**src/rtl/booth_pkg.sv**
```systemverilog
package booth_pkg;
  // One signed radix-4 digit: magnitude 1, magnitude 2, and sign
  typedef struct packed {
    logic one;
    logic two;
    logic neg;
  } boothCode_t;

  // Strobes from control to datapath
  typedef struct packed {
    logic capture;
  } ctrlStrobe_t;
endpackage

```
**src/rtl/booth_digit_enc.sv**
```systemverilog
module booth_digit_enc
  import booth_pkg::*;
(
  input  logic [2:0] grp,
  output boothCode_t code
);
  logic hiBit, midBit, loBit;

  assign hiBit  = grp[2];
  assign midBit = grp[1];
  assign loBit  = grp[0];

  // digit = -2*hi + mid + lo
  always_comb begin
    code.one = midBit ^ loBit;
    code.two = (hiBit & ~midBit & ~loBit) | (~hiBit & midBit & loBit);
    code.neg = hiBit & ~(midBit & loBit);
  end
endmodule

```
**src/rtl/booth_ctrl.sv**
```systemverilog
module booth_ctrl
  import booth_pkg::*;
(
  input  logic        clk,
  input  logic        rst_n,
  input  logic        inValid,
  output ctrlStrobe_t strobe,
  output logic        outValid
);
  assign strobe.capture = inValid;

  always_ff @(posedge clk or negedge rst_n) begin
    if (!rst_n) outValid <= 1'b0;
    else        outValid <= inValid;
  end
endmodule

```
**src/rtl/booth_datapath.sv**
```systemverilog
module booth_datapath
  import booth_pkg::*;
#(
  parameter int WIDTH = 16
) (
  input  logic                      clk,
  input  logic                      rst_n,
  input  ctrlStrobe_t               strobe,
  input  logic signed [WIDTH-1:0]   mcand,
  input  logic signed [WIDTH-1:0]   mplier,
  output logic signed [2*WIDTH-1:0] product
);
  localparam int EXTW = WIDTH + (WIDTH % 2);
  localparam int NDIG = EXTW / 2;
  localparam int PW   = 2 * WIDTH;

  logic signed [EXTW-1:0] mplierExt;
  logic [EXTW:0]          scanVec;
  logic signed [PW-1:0]   mcandExt;
  boothCode_t             code [NDIG];

  assign mplierExt = EXTW'(mplier);
  assign scanVec   = {mplierExt, 1'b0};
  assign mcandExt  = PW'(mcand);

  genvar gi;
  generate
    for (gi = 0; gi < NDIG; gi++) begin : g_digit
      booth_digit_enc u_enc (
        .grp  (scanVec[2*gi+2 : 2*gi]),
        .code (code[gi])
      );
    end
  endgenerate

  logic [PW-1:0] rowSum;
  logic [PW-1:0] fixVec;
  logic [PW-1:0] mag;
  logic [PW-1:0] row;
  logic [PW-1:0] sumNext;

  always_comb begin
    rowSum = '0;
    fixVec = '0;
    mag    = '0;
    row    = '0;
    for (int i = 0; i < NDIG; i++) begin
      if (code[i].two)      mag = mcandExt << 1;
      else if (code[i].one) mag = mcandExt;
      else                  mag = '0;
      row    = code[i].neg ? ~mag : mag;
      rowSum = rowSum + (row << (2 * i));
      fixVec[2*i] = code[i].neg;
    end
    sumNext = rowSum + fixVec;
  end

  always_ff @(posedge clk or negedge rst_n) begin
    if (!rst_n)              product <= '0;
    else if (strobe.capture) product <= sumNext;
  end
endmodule

```
**src/rtl/booth_r4_mul.sv**
```systemverilog
module booth_r4_mul
  import booth_pkg::*;
#(
  parameter int WIDTH = 16
) (
  input  logic                      clk,
  input  logic                      rst_n,
  input  logic                      inValid,
  input  logic signed [WIDTH-1:0]   mcand,
  input  logic signed [WIDTH-1:0]   mplier,
  output logic                      outValid,
  output logic signed [2*WIDTH-1:0] product
);
  ctrlStrobe_t strobe;

  booth_ctrl u_ctrl (
    .clk      (clk),
    .rst_n    (rst_n),
    .inValid  (inValid),
    .strobe   (strobe),
    .outValid (outValid)
  );

  booth_datapath #(.WIDTH(WIDTH)) u_dp (
    .clk     (clk),
    .rst_n   (rst_n),
    .strobe  (strobe),
    .mcand   (mcand),
    .mplier  (mplier),
    .product (product)
  );
endmodule

```
**config.mk**
```make
export PLATFORM = sky130hd
export DESIGN_NAME = booth_r4_mul
export DESIGN_NICKNAME = d
export VERILOG_FILES = /design/src/rtl/booth_pkg.sv /design/src/rtl/booth_digit_enc.sv /design/src/rtl/booth_ctrl.sv /design/src/rtl/booth_datapath.sv /design/src/rtl/booth_r4_mul.sv
export SDC_FILE = /design/constraint.sdc
export NUM_CORES = 1
export LEC_CHECK = 0
export BUFFER_PORTS_ARGS = -buffer_cell sky130_fd_sc_hd__buf_2
export CORE_ASPECT_RATIO = 0.9
export CORE_MARGIN = 3
export CORE_UTILIZATION = 60
export DETAILED_ROUTE_END_ITERATION = 12
export HOLD_SLACK_MARGIN = 0.1
export PLACE_DENSITY = 0.78
export SYNTH_ARGS = -nofsm -noshare
export SYNTH_HDL_FRONTEND = slang
export SYNTH_SLANG_ARGS = --single-unit
```
**constraint.sdc**
```tcl
create_clock -name clk -period 0.98 [get_ports clk]
set_input_delay 0.049 -clock clk [delete_from_list [all_inputs] [get_ports clk]]
set_output_delay 0.049 -clock clk [all_outputs]
set_load 0.05 [all_outputs]
```
==> results.json, run 1 <==
{
  "synth_area_um2": 9470,
  "portBuffers": 67,
  "cts_buffers": 5,
  "clk_root_buffer_cell": "clkbuf_16",
  "overflow": 190,
  "io_pins": 68,
  "dieWidth_um": 138,
  "post-place-cells": 1519,
  "synthFlopType": "dfrtp_1",
  "async_flop_share_pct": 100,
  "worstEndpointType": "sequential cell input",
  "yosys_register_bits": 33,
  "hpwlAfterDp_mm": 21.9,
  "pre_cts_ws_ns": -4.19,
  "grt_max_degree": 39,
  "error": "[ERROR GRT-0232] Routing congestion too high. Check the congestion heatmap in the GUI.",
  "rows": 42,
  "fp.dieH_um": 125,
  "status": "stopped before the end",
  "cts_sinks": 33,
  "postSynthCellCount": 1115,
  "ys_warn_count": 0,
  "cts-htree-levels": 2,
  "track_usage_pct": 76.4,
  "syn_avg_cell_area_um2": 8.49,
  "place.gp.congestion": 0.977,
  "grt_antenna_before_repair": 5,
  "clockBufferDepth": 2,
  "ys_seq_area_share_pct": 8.72,
  "grt-worst-endpoint": "u_dp.product[31]$_DFFE_PN0P_/D",
  "initial_core_util_pct": 62.8,
  "synth_nets": 1352,
  "ys_types": 52,
  "synth_enable_flop_cells": 0,
  "haltStage": "5_1_grt"
}
[repair_timing]
item	in CTS
endpoints found under the hold margin	33
cloned	3
endpoints found under the setup margin	32
hold buffers	1
buffers inserted	31
resized for setup	203
pin swaps	76
[cell families after synthesis]
kind of cell | count (synthesis) | synth area share (%)
adders and majority gates | 202 | 36.7
AOI/OAI and AO/OA | 248 | 15.1
buffers and inverters | 230 | 9.16
and+or+nand+nor | 222 | 13.1
DFF | 33 | 8.72
xor gates and xnor gates | 157 | 14.5
muxes | 23 | 2.70
[synthesized netlist by cell type, types with 3 or more instances]
| cell | instances | area (um2) |
|---|---|---|
| a211o_1 | 4 | 35.0 |
| a211oi_1 | 7 | 52.6 |
| a21o_1 | 11 | 82.6 |
| a21oi_1 | 154 | 771 |
| and3_1 | 109 | 682 |
| buf_1 | 5 | 18.8 |
| buf_2 | 3 | 15.0 |
| clkbuf_1 | 58 | 218 |
| dfrtp_1 | 33 | 826 |
| fa_1 | 126 | 2520 |
| ha_1 | 76 | 951 |
| inv_1 | 163 | 612 |
| mux2_2 | 20 | 225 |
| mux2i_1 | 3 | 30.0 |
| nand2_1 | 34 | 128 |
| nand2b_1 | 9 | 56.3 |
| nand3_1 | 8 | 40.0 |
| nand3b_1 | 4 | 30.0 |
| nand4_1 | 6 | 37.5 |
| nor2_1 | 23 | 86.3 |
| nor2b_1 | 7 | 43.8 |
| nor3_1 | 7 | 35.0 |
| nor3b_1 | 6 | 45.0 |
| nor4_1 | 3 | 18.8 |
| o21a_1 | 11 | 82.6 |
| o21ai_0 | 24 | 120 |
| o21ai_1 | 7 | 35.0 |
| o21bai_1 | 5 | 37.5 |
| o31ai_1 | 3 | 22.5 |
| or2_2 | 3 | 18.8 |
| xnor2_1 | 128 | 1120 |
| xor2_1 | 29 | 254 |
[layer usage]
| metal | global-route usage, % | GRT overflow |
|---|---|---|
| met5 | 8.03 | 0 |
| met4 | 83.6 | 67 |
| met3 | 55.1 | 0 |
| met2 | 95.8 | 122 |
| met1 | 76.5 | 1 |
[metrics by stage]
stage                     instance area [um2]  setup TNS (ns)
after global placement                  12200         -105.21
after detailed placement                12200         -108.20
after floorplan                         10300          -92.26
after CTS                               13600          -93.53
==> run 2: changes to the inputs <==
- CORE_ASPECT_RATIO: 0.9 -> not set
- CORE_UTILIZATION: 60 -> 40
- HOLD_SLACK_MARGIN: 0.1 -> not set
- PLACE_DENSITY: 0.78 -> not set
- PLACE_DENSITY_LB_ADDON: not set -> 0.15
==> results.json, run 2 <==
{
  "status": "finished with violations",
  "violations": "setup timing",
  "wl_per_cell_um": 16.7,
  "utilization_pct": 60.9,
  "layout_commonest_cell": "buf_4",
  "place.gp.congestion": 0.838,
  "ys_seq_area_share_pct": 8.72,
  "syn_avg_cell_area_um2": 8.49,
  "synth-xor-area-share_pct": 14.5,
  "postSynthCellCount": 1115,
  "drtIter0Drc": 386,
  "synth_area_leaders": "fa_1 (27%), xnor2_1 (12%), ha_1 (10%)",
  "synthFlopType": "dfrtp_1",
  "grt_pass1_wl_mm": 45.6,
  "clk_latency_ns": 0.28,
  "pre_cts_ws_ns": -4.26,
  "grt_max_degree": 39,
  "core_um2": 23000,
  "period_needed_ns": 4.73,
  "cp_slowest_stage_delay_ns": 0.54,
  "synthSimpleGateAreaFrac_pct": 13.1,
  "finalHoldViolations": 0,
  "area_growth_pct": 47.9,
  "start_kind": "input port",
  "holdCritPathClass": "in -> reg",
  "cp-end-kind": "register",
  "critPathArrivalTime_ns": 4.89,
  "io_pins": 68,
  "slew_headroom_pct": 77.2,
  "critPathKind": "in -> reg",
  "yosys_register_bits": 33,
  "ff2ff_path_depth": 1,
  "grt_antenna_before_repair": 0,
  "critPathTopFamily": "adder cells",
  "drive_above_1_share_pct": 41.4,
  "async_flop_share_pct": 100,
  "final_cell_mix": "buf_4 (208), inv_1 (149), fa_1 (115)",
  "path_common_cell": "fa_1",
  "synth_top_cell_area_share_pct": 26.6,
  "clk_root_buffer_cell": "clkbuf_16",
  "worst_path_max_delay_cell": "or4_4",
  "post-place-cells": 1641,
  "synth_area_um2": 9470,
  "fill_cells": 2065,
  "reg_top3": "u_dp.product (32), u_ctrl.outValid (1)",
  "synthAdderAreaFrac_pct": 36.7,
  "hpwlAfterDp_mm": 21.7,
  "drt_wl_total_mm": 28.3,
  "clockBufferDepth": 2,
  "path_buf_inv": 6,
  "largest-register": "u_dp.product",
  "synth_enable_flop_cells": 0,
  "skew_ns": 0,
  "max_freq_mhz": 211,
  "rsz0062_at_grt": "true",
  "final_cells": 1691,
  "ys_warn_count": 0,
  "track_usage_pct": 21.7,
  "largest_reg_flops": 32,
  "ys_types": 52,
  "diodes": 0,
  "cts_tree": "yes",
  "ant_nets": 0,
  "cts-htree-levels": 2,
  "rows": 55,
  "cts_sinks": 33,
  "grt_pass1_vias": 9102,
  "yosysTopAreaCell": "fa_1",
  "via_per_inst": 5.20,
  "portBuffers": 67,
  "dieWidth_um": 160,
  "crit_path_max_fanout": 6,
  "clk_pin_slew_ns": 0.05,
  "tightest_slew_ns": 0.338,
  "dieArea_um2": 25600,
  "fp.dieH_um": 160,
  "critical_path_depth": 21,
  "nets": 1614,
  "min_path_cells": 2,
  "overflow": 0,
  "initial_core_util_pct": 41.2,
  "synth_most_common_cell": "inv_1",
  "cap_violations": 0,
  "required_ns": 1.15,
  "num_vias": 8785,
  "setup_viol": 31,
  "final-max-slew-violation-count": 0,
  "reg2reg_slack_ns": 0.15,
  "synth_compound_area_share_pct": 15.1,
  "synth_common_cells": "inv_1 (163), a21oi_1 (154), xnor2_1 (128)",
  "path_cells": "buf_8 -> buf_4 -> ha_4 -> buf_4 -> and3_1 -> a21oi_1 -> xnor2_1 -> fa_1 -> fa_1 -> inv_1 -> fa_1 -> inv_1 -> fa_1 -> inv_2 -> ha_4 -> nand2_2 -> or4_4 -> o21ai_2 -> a21oi_1 -> xnor2_1 -> mux2_2",
  "synthMuxAreaShare_pct": 2.70,
  "cts_buffers": 5,
  "drc": 0,
  "postLayoutSetupSlackWorst_ns": -3.75,
  "post-route-period-util_pct": 483,
  "synth_top_family_by_area": "adder cells",
  "synth_nets": 1352,
  "dr.pass1.iters": 5
}
run 2: final cells by class:
cell class,count,area [um2],share of cell area [%]
clock inverters,2,10.0,0.0715
repair buffers,318,2690,19.2
multi-input cells,855,9330,66.6
flip-flops and latches,33,826,5.90
inverters,164,627,4.48
clock buffers,6,129,0.920
well taps,313,392,2.80
run 2: worst paths after layout:
| path | from | endpoint |
|---|---|---|
| hold / removal | inValid | u_ctrl.outValid |
| setup reg to reg | u_dp.product[30] | u_dp.product[30] |
| min in group asynchronous | rst_n | u_dp.product[10] |
| max in group asynchronous | rst_n | u_dp.product[27] |
| setup / recovery | mplier[3] | u_dp.product[25] |
| hold reg to reg | u_dp.product[26] | u_dp.product[26] |
run 2: metal layers:
layer	routed length (um)	global-route usage, %	vias up
li1	-	-	4224
met1	11500	26.5	4336
met2	15100	41.6	185
met3	1070	1.87	40
met4	544	3.94	0
met5	0	0	-
run 2: logic make-up (layout without fill, tap and decap cells):
kind of cell / after synthesis / count (layout)
compound gates: 248 / 251
buf+inv: 230 / 490
simple gates: 222 / 222
fa+ha+maj: 202 / 202
xor+xnor: 157 / 157
flops: 33 / 33
mux: 23 / 23
run 2: timing repair:
item,CTS,global route
endpoints found under the setup margin,34,39
hold endpoints to repair,33,0
gates cloned,1,4
hold buffers,1,0
pin swaps,58,76
gates resized for setup,118,128
setup buffers,12,24
run 2: stage by stage:
| step | setup TNS (ns) | hold WS, ns | instance area [um2] |
|---|---|---|---|
| 2_1_floorplan | -92.26 | -0.247 | 10300 |
| 5_1_grt | -99.41 | 0.135 | 14000 |
| 6_report | -94.85 | 0.127 | 14000 |
| 4_1_cts | -94.12 | 0.125 | 13200 |
| 3_5_place_dp | -108.72 | 0.0216 | 12400 |
| 3_3_place_gp | -107.19 | 0.0198 | 12400 |
Power of run 2 is left out: the tool's default activity adds up to more than one toggle a clock period on the data nets, which glitch-free logic cannot reach.
